### src/rtl/rxd_pkg.sv
package rxd_pkg;

    typedef enum logic [2:0] {
        S_HOLD,
        S_OFF,
        S_IDLE,
        S_DATA,
        S_SKIP,
        S_HDR
    } rx_state_t;

    localparam logic [15:0] CTL_HOLD = 16'h8800;
    localparam logic [15:0] CTL_RUN  = 16'h0400;
    localparam logic [15:0] CTL_OFF  = 16'h1000;
    localparam logic [15:0] CMD_ARM  = 16'h9800;
    localparam logic [15:0] CMD_STOP = 16'h1100;
    localparam logic [15:0] CMD_ACK  = 16'h0100;

    localparam int STB_HELD = 15;
    localparam int STB_ERR  = 13;
    localparam int STB_RUN  = 10;
    localparam int STB_DONE = 8;

endpackage

### src/rtl/rxd_desc_set.sv
module rxd_desc_set
    import rxd_pkg::*;
#(
    parameter int AW = 32,
    parameter int RW = 4
) (
    input  logic          clk,
    input  logic          rst_n,
    input  logic          clr,
    input  logic          wr_base,
    input  logic          wr_rem,
    input  logic          wr_cmd,
    input  logic [31:0]   wdata,
    input  logic          consume,
    output logic [AW-1:0] base,
    output logic [RW-1:0] remaining,
    output logic          armed,
    output logic          done
);

    always_ff @(posedge clk or negedge rst_n) begin
        if (!rst_n) begin
            base      <= '0;
            remaining <= '0;
            armed     <= 1'b0;
            done      <= 1'b0;
        end else begin
            if (clr) begin
                armed <= 1'b0;
                done  <= 1'b0;
            end else begin
                if (wr_cmd) begin
                    unique case (wdata[15:0])
                        CMD_ARM:  armed <= 1'b1;
                        CMD_STOP: armed <= 1'b0;
                        CMD_ACK:  done  <= 1'b0;
                        default:  ;
                    endcase
                end
                if (consume) begin
                    remaining <= remaining - 1'b1;
                    done      <= 1'b1;
                end
            end
            if (wr_base) base <= wdata[AW-1:0];
            if (wr_rem)  remaining <= wdata[RW-1:0];
        end
    end

    // a slot is only taken from a set that still has one
    a_r7_consume_nonempty: assert property (@(posedge clk) disable iff (!rst_n)
        consume |-> (remaining != '0));

    // a completion leaves the done flag set
    a_r7_done_follows: assert property (@(posedge clk) disable iff (!rst_n)
        (consume && !clr) |=> done);

endmodule

### src/rtl/rxd_frame_fsm.sv
module rxd_frame_fsm
    import rxd_pkg::*;
#(
    parameter int AW         = 32,
    parameter int SLOTS      = 8,
    parameter int SLOT_BYTES = 2048,
    parameter int HDR_BYTES  = 16,
    parameter int RW         = 4,
    parameter int NSETS      = 2
) (
    input  logic                     clk,
    input  logic                     rst_n,
    input  logic                     ctl_hold,
    input  logic                     ctl_run,
    input  logic                     ctl_off,
    input  logic                     fr_valid,
    input  logic                     fr_sof,
    input  logic                     fr_eof,
    input  logic [7:0]               fr_data,
    input  logic [3:0]               fr_flags,
    input  logic [7:0]               fr_runt,
    input  logic [7:0]               fr_coll,
    input  logic [NSETS-1:0][AW-1:0] set_base,
    input  logic [NSETS-1:0][RW-1:0] set_rem,
    input  logic [NSETS-1:0]         set_armed,
    output logic [NSETS-1:0]         consume,
    output logic                     fr_busy,
    output logic                     chan_held,
    output logic                     chan_run,
    output logic                     err,
    output logic                     mem_we,
    output logic [AW-1:0]            mem_addr,
    output logic [7:0]               mem_data
);

    localparam int CNT_W   = $clog2(SLOT_BYTES);
    localparam int PAYLOAD = SLOT_BYTES - HDR_BYTES;

    rx_state_t state, state_nx;

    logic              active;
    logic              fset;
    logic [AW-1:0]     frame_addr;
    logic [CNT_W-1:0]  byte_cnt;
    logic [1:0]        hdr_idx;
    logic [3:0]        m_flags;
    logic [7:0]        m_runt;
    logic [7:0]        m_coll;

    logic              start;
    logic              usable;
    logic              ctl_any;
    logic [AW-1:0]     slot_idx;
    logic [AW-1:0]     slot_addr;
    logic [11:0]       len12;

    assign start     = fr_valid && fr_sof;
    assign usable    = set_armed[active] && (set_rem[active] != '0);
    assign ctl_any   = ctl_hold || ctl_off;
    assign slot_idx  = AW'(SLOTS) - AW'(set_rem[active]);
    assign slot_addr = set_base[active] + slot_idx * AW'(SLOT_BYTES);
    assign len12     = 12'(byte_cnt);

    // state register
    always_ff @(posedge clk or negedge rst_n) begin
        if (!rst_n) state <= S_HOLD;
        else        state <= state_nx;
    end

    // next-state logic
    always_comb begin
        state_nx = state;
        unique case (state)
            S_HOLD: if (ctl_run) state_nx = S_IDLE;
            S_OFF:  if (ctl_run) state_nx = S_IDLE;
            S_IDLE: begin
                if (start) begin
                    if (usable) state_nx = fr_eof ? S_HDR  : S_DATA;
                    else        state_nx = fr_eof ? S_IDLE : S_SKIP;
                end
            end
            S_DATA: if (fr_valid && fr_eof) state_nx = S_HDR;
            S_SKIP: if (fr_valid && fr_eof) state_nx = S_IDLE;
            S_HDR:  if (hdr_idx == 2'd3)    state_nx = S_IDLE;
            default: state_nx = S_HOLD;
        endcase
        if (ctl_off)  state_nx = S_OFF;
        if (ctl_hold) state_nx = S_HOLD;
    end

    // outputs decoded from state
    always_comb begin
        fr_busy   = (state == S_HDR);
        chan_held = (state == S_HOLD);
        chan_run  = (state != S_HOLD) && (state != S_OFF);
        consume   = '0;
        if (state == S_HDR && hdr_idx == 2'd3 && !ctl_any) consume[fset] = 1'b1;
    end

    // datapath and memory port
    always_ff @(posedge clk or negedge rst_n) begin
        if (!rst_n) begin
            active     <= 1'b0;
            fset       <= 1'b0;
            frame_addr <= '0;
            byte_cnt   <= '0;
            hdr_idx    <= '0;
            m_flags    <= '0;
            m_runt     <= '0;
            m_coll     <= '0;
            err        <= 1'b0;
            mem_we     <= 1'b0;
            mem_addr   <= '0;
            mem_data   <= '0;
        end else begin
            mem_we <= 1'b0;
            if (ctl_hold) begin
                err    <= 1'b0;
                active <= 1'b0;
            end else if (!ctl_off) begin
                if (fr_valid && fr_eof) begin
                    m_flags <= fr_flags;
                    m_runt  <= fr_runt;
                    m_coll  <= fr_coll;
                    hdr_idx <= '0;
                end
                unique case (state)
                    S_IDLE: begin
                        if (start && usable) begin
                            frame_addr <= slot_addr;
                            fset       <= active;
                            byte_cnt   <= CNT_W'(1);
                            mem_we     <= 1'b1;
                            mem_addr   <= slot_addr + AW'(HDR_BYTES);
                            mem_data   <= fr_data;
                        end else if (start) begin
                            err <= 1'b1;
                        end
                    end
                    S_DATA: begin
                        if (fr_valid && (byte_cnt < CNT_W'(PAYLOAD))) begin
                            byte_cnt <= byte_cnt + 1'b1;
                            mem_we   <= 1'b1;
                            mem_addr <= frame_addr + AW'(HDR_BYTES) + AW'(byte_cnt);
                            mem_data <= fr_data;
                        end
                    end
                    S_HDR: begin
                        mem_we   <= 1'b1;
                        mem_addr <= frame_addr + AW'({hdr_idx, 1'b0});
                        unique case (hdr_idx)
                            2'd0: mem_data <= len12[7:0];
                            2'd1: mem_data <= {m_flags, len12[11:8]};
                            2'd2: mem_data <= m_runt;
                            default: mem_data <= m_coll;
                        endcase
                        hdr_idx <= hdr_idx + 1'b1;
                        if (hdr_idx == 2'd3 && fset == active && set_rem[fset] == RW'(1))
                            active <= ~active;
                    end
                    default: ;
                endcase
            end
        end
    end

    // every byte written stays inside the slot of the current frame
    a_r6_write_in_slot: assert property (@(posedge clk) disable iff (!rst_n)
        mem_we |-> ((mem_addr - frame_addr) < AW'(SLOT_BYTES)));

    // the end of a stored frame is followed by the busy header phase
    a_r5_busy_after_eof: assert property (@(posedge clk) disable iff (!rst_n)
        (state == S_DATA && fr_valid && fr_eof && !ctl_any) |=> fr_busy);

    // the error flag only rises on a start of frame
    a_r9_err_cause: assert property (@(posedge clk) disable iff (!rst_n)
        $rose(err) |-> $past(fr_valid && fr_sof));

endmodule

### src/rtl/rx_ring_dma.sv
module rx_ring_dma
    import rxd_pkg::*;
#(
    parameter int AW         = 32,
    parameter int SLOTS      = 8,
    parameter int SLOT_BYTES = 2048,
    parameter int HDR_BYTES  = 16
) (
    input  logic          clk,
    input  logic          rst_n,
    input  logic          reg_wr,
    input  logic [7:0]    reg_addr,
    input  logic [31:0]   reg_wdata,
    output logic [31:0]   reg_rdata,
    input  logic          fr_valid,
    input  logic          fr_sof,
    input  logic          fr_eof,
    input  logic [7:0]    fr_data,
    input  logic [3:0]    fr_flags,
    input  logic [7:0]    fr_runt,
    input  logic [7:0]    fr_coll,
    output logic          fr_busy,
    output logic          mem_we,
    output logic [AW-1:0] mem_addr,
    output logic [7:0]    mem_data,
    output logic          irq
);

    localparam int NSETS = 2;
    localparam int RW    = $clog2(SLOTS + 1);

    logic ctl_sel, ctl_hold, ctl_run, ctl_off;
    logic chan_held, chan_run, err;

    logic [NSETS-1:0][AW-1:0] set_base;
    logic [NSETS-1:0][RW-1:0] set_rem;
    logic [NSETS-1:0]         set_armed;
    logic [NSETS-1:0]         set_done;
    logic [NSETS-1:0]         consume;

    assign ctl_sel  = reg_wr && (reg_addr == 8'h00);
    assign ctl_hold = ctl_sel && (reg_wdata[15:0] == CTL_HOLD);
    assign ctl_run  = ctl_sel && (reg_wdata[15:0] == CTL_RUN);
    assign ctl_off  = ctl_sel && (reg_wdata[15:0] == CTL_OFF);

    for (genvar s = 0; s < NSETS; s++) begin : g_set
        logic sel;
        assign sel = reg_wr && (reg_addr[7:4] == 4'(s + 1));
        rxd_desc_set #(.AW(AW), .RW(RW)) u_set (
            .clk       (clk),
            .rst_n     (rst_n),
            .clr       (ctl_hold),
            .wr_base   (sel && reg_addr[3:0] == 4'h0),
            .wr_rem    (sel && reg_addr[3:0] == 4'h4),
            .wr_cmd    (sel && reg_addr[3:0] == 4'h8),
            .wdata     (reg_wdata),
            .consume   (consume[s]),
            .base      (set_base[s]),
            .remaining (set_rem[s]),
            .armed     (set_armed[s]),
            .done      (set_done[s])
        );
    end

    rxd_frame_fsm #(
        .AW(AW), .SLOTS(SLOTS), .SLOT_BYTES(SLOT_BYTES),
        .HDR_BYTES(HDR_BYTES), .RW(RW), .NSETS(NSETS)
    ) u_fsm (
        .clk       (clk),
        .rst_n     (rst_n),
        .ctl_hold  (ctl_hold),
        .ctl_run   (ctl_run),
        .ctl_off   (ctl_off),
        .fr_valid  (fr_valid),
        .fr_sof    (fr_sof),
        .fr_eof    (fr_eof),
        .fr_data   (fr_data),
        .fr_flags  (fr_flags),
        .fr_runt   (fr_runt),
        .fr_coll   (fr_coll),
        .set_base  (set_base),
        .set_rem   (set_rem),
        .set_armed (set_armed),
        .consume   (consume),
        .fr_busy   (fr_busy),
        .chan_held (chan_held),
        .chan_run  (chan_run),
        .err       (err),
        .mem_we    (mem_we),
        .mem_addr  (mem_addr),
        .mem_data  (mem_data)
    );

    assign irq = |set_done;

    always_comb begin
        reg_rdata = '0;
        if (reg_addr == 8'h00) begin
            reg_rdata[STB_HELD] = chan_held;
            reg_rdata[STB_ERR]  = err;
            reg_rdata[STB_RUN]  = chan_run;
            reg_rdata[STB_DONE] = |set_done;
        end
        for (int s = 0; s < NSETS; s++) begin
            if (reg_addr[7:4] == 4'(s + 1)) begin
                unique case (reg_addr[3:0])
                    4'h0: reg_rdata = 32'(set_base[s]);
                    4'h4: reg_rdata = 32'(set_rem[s]);
                    4'h8: begin
                        reg_rdata[15] = set_armed[s];
                        reg_rdata[8]  = set_done[s];
                    end
                    default: ;
                endcase
            end
        end
    end

    // the interrupt only rises after a completed frame
    a_r7_irq_cause: assert property (@(posedge clk) disable iff (!rst_n)
        $rose(irq) |-> $past(|consume));

endmodule

### config.mk
export PLATFORM = sky130hd
export DESIGN_NAME = rx_ring_dma
export DESIGN_NICKNAME = d
export VERILOG_FILES = /design/src/rtl/rxd_pkg.sv /design/src/rtl/rxd_desc_set.sv /design/src/rtl/rxd_frame_fsm.sv /design/src/rtl/rx_ring_dma.sv
export SDC_FILE = /design/constraint.sdc
export NUM_CORES = 1
export LEC_CHECK = 0
export BUFFER_PORTS_ARGS = -buffer_cell sky130_fd_sc_hd__buf_2
export CORE_ASPECT_RATIO = 2
export CORE_MARGIN = 2
export CORE_UTILIZATION = 54
export DETAILED_ROUTE_END_ITERATION = 10
export GPL_TIMING_DRIVEN = 0
export PLACE_DENSITY = 0.78
export SETUP_SLACK_MARGIN = 0.05
export SLEW_MARGIN = 30
export SYNTH_ARGS = -nofsm -noshare
export SYNTH_HDL_FRONTEND = slang
export SYNTH_HIERARCHICAL = 1
export SYNTH_SLANG_ARGS = --single-unit
### constraint.sdc
create_clock -name clk -period 5.1 [get_ports clk]
set_clock_uncertainty 0.2 [all_clocks]
set_input_delay 1.275 -clock clk [delete_from_list [all_inputs] [get_ports clk]]
set_output_delay 1.275 -clock clk [all_outputs]
set_load 0.01 [all_outputs]
==> summary.txt, run 1 <==
outcome - completed
number of antenna violations at the first check in global routing - 0
Post-Place Setup Slack - -1.059 ns
total wire length - 40.09 mm
register clock-pin slew on the reported worst setup and hold paths - 0.07 ns
library cell used as clock root buffer - clkbuf_16
total power divided by cell area - 256.5 mW/mm²
syn_nets - 1567
Total Die Area - 0.02545 mm²
RSZ-0062 raised after global routing - false
total clock sinks - 188
maximum clock path buffer count - 2
number of cells on the worst reg-to-reg path - 18
# port buffers - 146
leading post-synthesis cells by cell area - dfrtp_1 (36%), mux2_2 (8.5%), ha_1 (5.1%)
final total power - 3.837 mW
Worst Setup End Kind - flip-flop
post-synthesis cell type count - 97
routed length on met2 - 20.91 mm
Vert. Die Dim - 223.6 µm
Worst Hold Depth - 2
Worst path slowest cell - or4_4
wire length on met1 - 14.43 mm
post-synthesis average cell area - 9.063 µm²
# DRC - 0
path type of the worst setup path - reg2reg
area used by multi-input combinational logic - 0.007926 mm²
number of buffers added by the clock tree synthesis step - 17
area growth from synthesis to layout - 14.85%
drt first pass iters - 7
number of setup violations in the final report - 0
cell-by-cell trace of the critical path - buf_6 > buf_4 > mux2i_2 > nand2_1 > nor2_1 > xor2_1 > nor2_1 > a21oi_1 > ha_2 > o211a_1 > o31a_1 > nor2_2 > xnor2_4 > o2111ai_2 > or4_4 > or3_1 > xor2_1 > a221o_1
Synth Register Bits - 188
startpoint of the worst hold path - u_fsm/mem_data[3]$_DFFE_PN0P_
Max Fclk - 204.2 MHz
most used standard cell by instance count after synthesis - dfrtp_1
Hold Crit Class - reg2reg
first-pass GRT wire length - 63.14 mm
starting utilization of the core area - 0.5467
commonest cells in the synthesized netlist - dfrtp_1 (188), nand2_1 (156), nor2_1 (120), a21oi_1 (105), mux2_2 (98)
end of the worst register-to-register path - u_fsm/mem_addr[26]$_DFFE_PN0P_
initial drt markers - 1001
vias per inst - 6.392
grt ovf - 0
cell type with the largest total area after synthesis - dfrtp_1
via count of the first global-routing pass - 12250
summed instance area of the synthesized netlist - 0.01302 mm²
sequential share of the synthesized area - 0.3612
I/O Pins - 149
worst min-delay path endpoint - u_fsm/mem_data[3]$_DFFE_PN0P_
maximum number of pins on one net before global-route repair - 92
buffering stage count on the worst path with inverters included - 2
portion of the clock cycle consumed by the worst path in the final layout - 0.9602
Arr. time, crit path - 5.05 ns
ANT cells - 0
Placed Instances - 1872
warning count from the yosys run - 6
via count of the routed design - 12210
pins over their slew limit - 0
worst slew margin relative to its limit - 0.2957
filler-free cell count of the finished design - 1910
maximum resistive drop on vdd - 0.2577 mV
GRT Resource Usage Total - 0.3168
average wire length per cell after detail routing - 20.99 µm
core footprint - 0.02382 mm²
CTS HTree Levels - 4
R2R setup slack - 0.20 ns
top routing layer in use - met4
Sequential cell area - 0.004705 mm²
number of endpoints with negative hold slack in the final report - 0
Primary FF master, synth - dfrtp_1
CP startpoint kind - flip-flop
# hold bufs at CTS - 0
share of post-route cells with drive strength above 1 - 0.2249
Core Rows - 80
async set or reset register ratio after synthesis - 1.000
origin of the critical flop-to-flop path - u_fsm/active$_DFFE_PN0P_
number of routed nets with antenna violations - 0
CTS tree - built
max-cap viol count - 0
Final Critical Period - 4.897 ns
critical path's largest stage delay - 0.54 ns
Skew-Pair Late Insertion Delay - 0.47 ns
worst-case hold slack - 0.2738 ns
leak pwr - 7.120 nW
Worst path top cell family by delay - simple AND/OR/NAND/NOR gates
number of filler instances in the final layout - 2098
number of nets in the layout - 1740
worst path required time - 5.25 ns
placer's final routability congestion estimate - 0.9790
number of logic stages on the critical path including buffering - 18
Slew @ Worst Pin - 1.054 ns
x dimension of the die - 113.8 µm
Detailed Place HPWL - 30.62 mm
instance count of the mapped netlist - 1437
largest fanout on the critical path - 17
minimum setup slack in the final design - 0.2030 ns
area share of the leading cell type in the synthesized netlist - 0.3612
met3 wirelength from detailed routing - 2.192 mm
number of enable-type register cells in the synthesized netlist - 0
logic make-up after synthesis:
kind of cell / Yosys count / share of synthesized area
AO/OA/AOI/OAI: 384 / 0.1997
adder cells (fa/ha/maj): 56 / 0.05553
AND/OR/NAND/NOR: 514 / 0.2002
buffers and inverters: 113 / 0.03785
flip-flops: 188 / 0.3612
XOR/XNOR: 59 / 0.04112
multiplexers: 123 / 0.1043
per-stage QoR:
stage / TNS (ns) / utilization / cell area, µm²
final: 0 / 0.6279 / 14960
after global routing: 0 / 0.6279 / 14960
after CTS: 0 / 0.6252 / 14890
after detailed placement: -37.83 / 0.5959 / 14190
after global placement: -116.20 / 0.5929 / 14120
after floorplan: 0 / - / 13030
how the worst max path moves through the flow:
stage / startpoint / to / slack, ns
finish: u_fsm/active$_DFFE_PN0P_ / u_fsm/mem_addr[26]$_DFFE_PN0P_ / 0.20
CTS: reg_addr[1] / u_fsm/mem_addr[24]$_DFFE_PN0P_ / 0.06
floorplan: u_fsm/active$_DFFE_PN0P_ / u_fsm/mem_addr[26]$_DFFE_PN0P_ / 0.16
detailed placement: reg_addr[1] / u_fsm/mem_addr[24]$_DFFE_PN0P_ / -1.06
global placement: reg_addr[1] / u_fsm/mem_addr[24]$_DFFE_PN0P_ / -1.01
global route: u_fsm/active$_DFFE_PN0P_ / u_fsm/mem_addr[26]$_DFFE_PN0P_ / 0.06
routing by layer:
metal	up-vias	global-route usage
li1	5659	-
met1	5821	0.3340
met2	562	0.5779
met3	167	0.04843
met4	0	0.1987
met5	-	0
power breakdown:
part           switching [mW]  internal (mW)  leakage, nW
clock                   0.650          0.740        0.291
sequential             0.0447           1.54         2.56
combinational           0.518          0.343         4.27
total                    1.21           2.62         7.12
what timing repair did:
| action | CTS | global route |
|---|---|---|
| resized for setup | 13 | 12 |
| setup buffers | 5 | 2 |
| endpoints found under the setup margin | 45 | 35 |
| pin swaps | 2 | 2 |
| cloned | 0 | 0 |
| hold endpoints to repair | 0 | 0 |
placed cells by master (no fill, tap or decap), types with 34 or more instances in the layout:
cell type,n
inv_1,36
dfrtp_1,188
nand3_1,49
o21ai_0,78
mux2_2,98
clkbuf_1,42
nor2_1,119
a21oi_1,104
nor3_1,34
nand2_1,156
ha_1,51
buf_2,161
area by class of cell:
type / instances / share of cell area
timing repair buffer: 155 / 0.05755
tap: 287 / 0.02401
sequential: 188 / 0.3145
inverter: 36 / 0.009034
buffer: 76 / 0.02484
clock buffer: 17 / 0.02844
multi-input combinational: 1136 / 0.5299
clock inverter: 15 / 0.01171
sequential cells by signal, indices dropped and copies added, names as in the netlist, 2 cells and up:
signal / flops
g_set.u_set/base: 64
u_fsm/frame_addr: 32
u_fsm/mem_addr: 32
u_fsm/byte_cnt: 11
g_set.u_set/remaining: 8
u_fsm/m_coll: 8
u_fsm/m_runt: 8
u_fsm/mem_data: 8
u_fsm/m_flags: 4
u_fsm/state: 3
g_set.u_set/armed: 2
g_set.u_set/done: 2
u_fsm/hdr_idx: 2
tightest hold or removal path, stage by stage (launching register included):
cell and delay [ns]:
dfrtp_1 0.34, nand2_1 0.04, o21ai_0 0.06
Power figures use the tool's default switching activity.
==> run 2, diff against run 1 <==
--- a/config.mk
+++ b/config.mk
@@ -6,12 +6,14 @@
 export NUM_CORES = 1
 export LEC_CHECK = 0
 export BUFFER_PORTS_ARGS = -buffer_cell sky130_fd_sc_hd__buf_2
+export CELL_PAD_IN_SITES_DETAIL_PLACEMENT = 0
+export CELL_PAD_IN_SITES_GLOBAL_PLACEMENT = 1
 export CORE_ASPECT_RATIO = 2
 export CORE_MARGIN = 2
-export CORE_UTILIZATION = 54
+export CORE_UTILIZATION = 41
 export DETAILED_ROUTE_END_ITERATION = 10
 export GPL_TIMING_DRIVEN = 0
-export PLACE_DENSITY = 0.78
+export PLACE_DENSITY_LB_ADDON = 0.1
 export SETUP_SLACK_MARGIN = 0.05
 export SLEW_MARGIN = 30
 export SYNTH_ARGS = -nofsm -noshare
==> run 2 against run 1 <==
Compared with the run above: first-iteration DRC count shrank 42%; clock-buffer cell count did not move; sequential cell count is the same; worst setup slack better by 0.035 ns; routed wire length grew 8.8%; global-route usage decreased by 5.1 points; register-to-register slack improved by 0.04 ns; critical path depth down 1; final cell count up 7.0%; combinational power hardly changed; sequential power is essentially flat; via count shrank 3.7%; critical path type unchanged.
==> summary.txt, run 2 (same netlist as run 1, synthesis figures left out) <==
Worst Hold Depth - 2 (unchanged)
start point of the critical path - u_fsm/active$_DFFE_PN0P_
number of filler instances in the final layout - 3148 (+50%)
x dimension of the die - 130.0 µm (+14%)
Final Critical Period - 4.862 ns (-0.03519 ns)
Core Rows - 92 (+15%)
CTS HTree Levels - 4 (unchanged)
Skew-Pair Late Insertion Delay - 0.47 ns (about the same)
drt first pass iters - 5 (-2)
placer's final routability congestion estimate - 0.9088 (-7.2%)
number of nets in the layout - 1738 (-0.11%)
Detailed Place HPWL - 34.52 mm (+13%)
path type of the worst setup path - reg2reg
R2R setup slack - 0.24 ns (+0.04 ns)
number of cells on the worst reg-to-reg path - 17 (-1)
max-cap viol count - 0 (unchanged)
total wire length - 43.62 mm (+8.8%)
total clock sinks - 188 (unchanged)
initial drt markers - 580 (-42%)
Sequential cell area - 0.004705 mm² (unchanged)
share of post-route cells with drive strength above 1 - 0.2283 (+0.003362)
ANT cells - 0 (unchanged)
largest register by flop count - g_set.u_set/base
startpoint of the worst hold path - u_fsm/mem_data[3]$_DFFE_PN0P_
# port buffers - 146 (unchanged)
Max Fclk - 205.7 MHz (+0.72%)
end of the worst register-to-register path - u_fsm/mem_addr[26]$_DFFE_PN0P_
Placed Instances - 2008 (+7.3%)
RSZ-0062 raised after global routing - false
final total power - 3.854 mW (+0.46%)
Worst Setup End Kind - flip-flop
I/O Pins - 149 (unchanged)
register clock-pin slew on the reported worst setup and hold paths - 0.07 ns (about the same)
Hold Crit Class - reg2reg
commonest cells after routing, fill and taps aside - dfrtp_1 (188), buf_2 (161), nand2_1 (156), nor2_1 (119), a21oi_1 (102)
leak pwr - 7.135 nW (+0.21%)
CP startpoint kind - flip-flop
grt ovf - 0 (unchanged)
origin of the critical flop-to-flop path - u_fsm/active$_DFFE_PN0P_
maximum number of pins on one net before global-route repair - 89 (-3.3%)
library cell used as clock root buffer - clkbuf_16
Vert. Die Dim - 256.1 µm (+14%)
number of endpoints with negative hold slack in the final report - 0 (unchanged)
area growth from synthesis to layout - 16.62%
total power divided by cell area - 253.8 mW/mm² (-1.1%)
largest registers - g_set.u_set/base x64, u_fsm/frame_addr x32, u_fsm/mem_addr x32
outcome - completed
vias per inst - 5.754 (-10%)
worst slew margin relative to its limit - 0.3759 (+0.08024)
Total Die Area - 0.03329 mm² (+31%)
GRT Resource Usage Total - 0.2663 (-0.05051)
filler-free cell count of the finished design - 2044 (+7.0%)
Arr. time, crit path - 5.01 ns (-0.04 ns)
maximum clock path buffer count - 2 (unchanged)
core footprint - 0.03143 mm² (+32%)
first-pass GRT wire length - 67.56 mm (+7.0%)
number of antenna violations at the first check in global routing - 0 (unchanged)
maximum resistive drop on vdd - 0.2404 mV (-6.7%)
# DRC - 0 (unchanged)
largest fanout on the critical path - 17 (unchanged)
average wire length per cell after detail routing - 21.34 µm (+1.7%)
pins over their slew limit - 0 (unchanged)
CTS tree - built
area used by multi-input combinational logic - 0.007986 mm² (+0.76%)
Largest register FFs - 64 (unchanged)
via count of the routed design - 11760 (-3.7%)
number of routed nets with antenna violations - 0 (unchanged)
worst-case hold slack - 0.2748 ns (+0.0009300 ns)
number of setup violations in the final report - 0 (unchanged)
starting utilization of the core area - 0.4144 (-0.1323)
worst path required time - 5.25 ns (about the same)
Slew @ Worst Pin - 0.9326 ns (-0.1210 ns)
number of buffers added by the clock tree synthesis step - 17 (unchanged)
worst min-delay path endpoint - u_fsm/mem_data[3]$_DFFE_PN0P_
portion of the clock cycle consumed by the worst path in the final layout - 0.9533 (-0.006899)
via count of the first global-routing pass - 12160 (-0.68%)
most common library cell in the layout ignoring fill and taps - dfrtp_1
[run 2: final cells by class]
type	instances	area share
multi-input cells	1136	0.5258
flip-flops and latches	188	0.3097
repair buffers	153	0.05569
well taps	423	0.03485
clock buffers	17	0.02801
plain buffers	76	0.02537
clock inverters	15	0.01162
inverters	36	0.008897
[run 2: critical path, stage by stage, from the launching register on]
cell and delay [ns]:
dfrtp_1 0.36, buf_8 0.18, buf_8 0.19, mux2i_4 0.27, ha_2 0.25, a21oi_4 0.07
buf_12 0.16, buf_4 0.16, ha_1 0.37, a21o_1 0.26, a211oi_4 0.28, a21o_4 0.17
a21boi_4 0.26, nand3_4 0.14, or4_4 0.55, or3_1 0.35, xor2_1 0.16, a221o_1 0.35
[run 2: how the worst max path moves through the flow]
stage,to,slack [ns],depth (start not counted)
after global placement,u_fsm/mem_addr[29]$_DFFE_PN0P_,-1.44,17
after CTS,u_fsm/mem_addr[26]$_DFFE_PN0P_,0.11,18
final,u_fsm/mem_addr[26]$_DFFE_PN0P_,0.24,17
after floorplan,u_fsm/mem_addr[26]$_DFFE_PN0P_,0.16,16
after detailed placement,u_fsm/mem_addr[29]$_DFFE_PN0P_,-1.37,17
after global routing,u_fsm/mem_addr[26]$_DFFE_PN0P_,0.06,17
[run 2: what timing repair did]
action,CTS,global route
gates cloned,0,0
hold endpoints to repair,0,0
endpoints found under the setup margin,50,23
resized for setup,19,21
pin swaps,2,1
hold buffers,0,0
buffers inserted,5,0
[run 2: per-stage QoR]
stage	worst slack (ns)	util	TNS [ns]	instance area (µm²)
final	0.2382	0.4833	0	15190
after global routing	0.05500	0.4833	0	15190
after CTS	0.1128	0.4808	0	15110
after detailed placement	-1.374	0.4581	-41.88	14400
after global placement	-1.443	0.4548	-171.70	14290
after floorplan	0.1630	-	0	13030
[run 2: power breakdown]
| part | total, mW | internal (mW) | switching, mW |
|---|---|---|---|
| Sequential | 1.58 | 1.54 | 0.0454 |
| Clock | 1.41 | 0.740 | 0.666 |
| Combinational | 0.863 | 0.339 | 0.524 |
[run 2: metal layers]
layer | track usage | up-vias | share of wire
li1 | - | 5669 | -
met1 | 0.2870 | 5710 | 0.38
met2 | 0.4951 | 299 | 0.54
met3 | 0.03888 | 84 | 0.036
met4 | 0.1266 | 0 | 0.044
met5 | 0 | - | 0
==> run 3, diff against run 2 <==
--- a/config.mk
+++ b/config.mk
@@ -5,12 +5,13 @@
 export SDC_FILE = /design/constraint.sdc
 export NUM_CORES = 1
 export LEC_CHECK = 0
+export ABC_AREA = 1
 export BUFFER_PORTS_ARGS = -buffer_cell sky130_fd_sc_hd__buf_2
 export CELL_PAD_IN_SITES_DETAIL_PLACEMENT = 0
 export CELL_PAD_IN_SITES_GLOBAL_PLACEMENT = 1
 export CORE_ASPECT_RATIO = 2
 export CORE_MARGIN = 2
-export CORE_UTILIZATION = 41
+export CORE_UTILIZATION = 40
 export DETAILED_ROUTE_END_ITERATION = 10
 export GPL_TIMING_DRIVEN = 0
 export PLACE_DENSITY_LB_ADDON = 0.1
@@ -20,3 +21,4 @@
 export SYNTH_HDL_FRONTEND = slang
 export SYNTH_HIERARCHICAL = 1
 export SYNTH_SLANG_ARGS = --single-unit
+export TNS_END_PERCENT = 30
==> run 3 against run 2 <==
Compared with the run above: combinational power up 67%; non-clock buffer count down 26; area after synthesis up 7.4%; die area up 9.9%; highest routed layer unchanged; first-iteration DRC count up 29%; via count up 16%; sequential share of layout area down 1.5 points; worst hold slack about the same.
==> summary.txt, run 3 <==
outcome - completed
grt ovf - 0 (unchanged)
maximum resistive drop on vdd - 0.2197 mV (-8.6%)
start point of the critical path - u_fsm/active$_DFFE_PN0P_
CTS tree - built
Primary FF master, synth - dfrtp_1
origin of the critical flop-to-flop path - u_fsm/active$_DFFE_PN0P_
leak pwr - 8.209 nW (+15%)
Post-Place Setup Slack - 0.2240 ns (+1.598 ns)
Worst path slowest cell - dfrtp_1
number of routed nets with antenna violations - 0 (unchanged)
Placed Instances - 2532 (+26%)
minimum setup slack in the final design - 0.4742 ns (+0.2360 ns)
largest register by flop count - g_set.u_set/base
share of power burned in combinational logic - 0.306 (+0.082)
GRT Resource Usage Total - 0.2689 (+0.002603)
maximum clock path buffer count - 2 (unchanged)
pins over their slew limit - 0 (unchanged)
initial drt markers - 748 (+29%)
# port buffers - 148 (+1.4%)
crit-path most repeated cell - nand2_1
I/O Pins - 149 (unchanged)
worst-case hold slack - 0.2749 ns (+0.0001180 ns)
max-cap viol count - 0 (unchanged)
commonest cells after routing, fill and taps aside - nand2_1 (571), inv_1 (224), dfrtp_1 (188), nor2_1 (163), buf_2 (158)
Sequential cell area - 0.004705 mm² (unchanged)
commonest cells in the synthesized netlist - nand2_1 (572), inv_1 (225), dfrtp_1 (188), nor2_1 (163), nand3_1 (134)
Arr. time, crit path - 4.78 ns (-0.23 ns)
CP startpoint kind - flip-flop
maximum number of pins on one net before global-route repair - 83 (-6.7%)
startpoint of the worst hold path - u_fsm/m_coll[2]$_DFFE_PN0P_
area used by multi-input combinational logic - 0.008034 mm² (+0.60%)
worst path required time - 5.26 ns (about the same)
ANT cells - 0 (unchanged)
Total Die Area - 0.03658 mm² (+9.9%)
post-synthesis cell type count - 61 (-37%)
via count of the first global-routing pass - 13540 (+11%)
first-pass GRT wire length - 74.39 mm (+10%)
number of buffers added by the clock tree synthesis step - 17 (unchanged)
number of endpoints with negative hold slack in the final report - 0 (unchanged)
critical path's largest stage delay - 0.43 ns (-0.12 ns)
most used standard cell by instance count after synthesis - nand2_1
total clock sinks - 188 (unchanged)
number of antenna violations at the first check in global routing - 0 (unchanged)
register clock-pin slew on the reported worst setup and hold paths - 0.08 ns (about the same)
share of post-route cells with drive strength above 1 - 0.1614 (-0.06684)
Max Fclk - 216.2 MHz (+5.1%)
Core Rows - 96 (+4.3%)
starting utilization of the core area - 0.4073 (-0.007131)
number of setup violations in the final report - 0 (unchanged)
total wire length - 48.20 mm (+10%)
largest registers - g_set.u_set/base x64, u_fsm/frame_addr x32, u_fsm/mem_addr x32
CTS HTree Levels - 4 (unchanged)
Largest register FFs - 64 (unchanged)
total power divided by cell area - 295.0 mW/mm² (+16%)
number of cells on the worst reg-to-reg path - 25 (+8)
Setup Total Neg Slack - 0 ns (unchanged)
number of filler instances in the final layout - 3645 (+16%)
Worst Hold Depth - 2 (unchanged)
Final Critical Period - 4.626 ns (-0.2360 ns)
number of nets in the layout - 2242 (+29%)
path type of the worst setup path - reg2reg
Slew @ Worst Pin - 0.8686 ns (-0.06405 ns)
average wire length per cell after detail routing - 18.78 µm (-12%)
placer's final routability congestion estimate - 0.9409 (+3.5%)
cell type with the largest total area after synthesis - dfrtp_1
leading post-synthesis cells by cell area - dfrtp_1 (34%), nand2_1 (15%), inv_1 (6.0%)
area share of the leading cell type in the synthesized netlist - 0.3362 (-0.02500)
Synth Register Bits - 188 (unchanged)
Cell Int Power - 2.895 mW (+11%)
Vert. Die Dim - 268.5 µm (+4.9%)
Detailed Place HPWL - 39.51 mm (+14%)
warning count from the yosys run - 6 (unchanged)
async set or reset register ratio after synthesis - 1.000 (unchanged)
area growth from synthesis to layout - 14.16%
portion of the clock cycle consumed by the worst path in the final layout - 0.9070 (-0.04628)
power dissipated by switching net loads - 1.817 mW (+47%)
x dimension of the die - 136.3 µm (+4.8%)
core footprint - 0.03435 mm² (+9.3%)
instance count of the mapped netlist - 1941 (+35%)
vias per inst - 5.297 (-8.0%)
number of enable-type register cells in the synthesized netlist - 0 (unchanged)
Hold Crit Class - reg2reg
most common library cell in the layout ignoring fill and taps - nand2_1
R2R setup slack - 0.47 ns (+0.24 ns)
post-synthesis average cell area - 7.209 µm² (-20%)
syn_nets - 2071 (+32%)
end of the worst register-to-register path - u_fsm/mem_addr[26]$_DFFE_PN0P_
worst slew margin relative to its limit - 0.4209 (+0.04500)
worst min-delay path endpoint - u_fsm/m_coll[2]$_DFFE_PN0P_
# DRC - 0 (unchanged)
power share of the clock group - 0.300 (-0.065)
drt first pass iters - 5 (unchanged)
summed instance area of the synthesized netlist - 0.01399 mm² (+7.4%)
via count of the routed design - 13590 (+16%)
largest fanout on the critical path - 10 (-7)
Skew-Pair Late Insertion Delay - 0.46 ns (about the same)
sequential share of the synthesized area - 0.3362 (-0.02500)
filler-free cell count of the finished design - 2566 (+26%)
register share of total power - 0.395 (-0.016)
fraction of power spent switching nets - 0.3857 (+0.06500)
Worst Setup End Kind - flip-flop
RSZ-0062 raised after global routing - false
library cell used as clock root buffer - clkbuf_16
## run 3: worst max path at each step
stage | slack (ns) | end
final | 0.47 | u_fsm/mem_addr[26]$_DFFE_PN0P_
after global routing | 0.07 | u_fsm/mem_addr[26]$_DFFE_PN0P_
after CTS | 0.20 | u_fsm/mem_addr[27]$_DFFE_PN0P_
after detailed placement | 0.22 | u_fsm/mem_addr[25]$_DFFE_PN0P_
after global placement | -0.64 | g_set[1].u_set/done$_DFFE_PN0P_
after floorplan | 1.31 | u_fsm/mem_addr[27]$_DFFE_PN0P_
## run 3: cells by family (layout without fill, tap and decap cells)
group           after synthesis  in the layout  share of synthesized area
flops                       188            188                     0.3362
compound gates              308            308                     0.1323
xor+xnor                     27             27                    0.01690
fa+ha+maj                    56             56                    0.05169
mux                          56             56                    0.05562
simple gates               1016           1016                     0.3174
buf+inv                     290            474                    0.08978
## run 3: repair_timing
item / 4_1_cts / 5_1_grt
hold buffers: 0 / 0
resized for setup: 0 / 6
endpoints found under the setup margin: 0 / 13
setup buffers: 0 / 1
## run 3: layout make-up
cell class	count	area share
buffer	52	0.02279
clock buffer	17	0.02663
clock inverter	15	0.01097
inverter	238	0.05616
multi-input combinational	1463	0.5030
sequential	188	0.2945
tap	441	0.03454
timing repair buffer	151	0.05092
timing repair inverter	1	0.0004700
## run 3: per-stage QoR
step	area [µm²]	power (mW)	util
global route	15970	5.041	0.4650
floorplan	13990	2.835	-
detailed placement	15350	3.319	0.4468
global placement	15280	3.292	0.4449
CTS	15950	4.746	0.4643
finish	15970	4.712	0.4650
## run 3: power by group through the flow
stage | clock network, mW | registers, mW | logic (mW)
3_5_place_dp | 0 | 1.88 | 1.44
5_1_grt | 1.50 | 1.89 | 1.66
4_1_cts | 1.45 | 1.86 | 1.44
6_report | 1.41 | 1.86 | 1.44
2_1_floorplan | 0 | 1.84 | 0.997
3_3_place_gp | 0 | 1.88 | 1.42
## run 3: per-layer routing
layer / wire, µm / share of wire / GRT usage
met4: 2268 / 0.047 / 0.1275
met3: 1282 / 0.027 / 0.02519
met5: 0 / 0 / 0
met2: 26880 / 0.56 / 0.5240
met1: 17760 / 0.37 / 0.2825
## run 3: worst max-delay path: cells and delay by family (launching register included)
kind	cells	cell delay, ns
buffers and inverters	7	1.09
multiplexers	1	0.30
AO/OA/AOI/OAI	1	0.19
AND/OR/NAND/NOR	14	1.64
adder cells (fa/ha/maj)	2	0.66
flip-flops	1	0.43
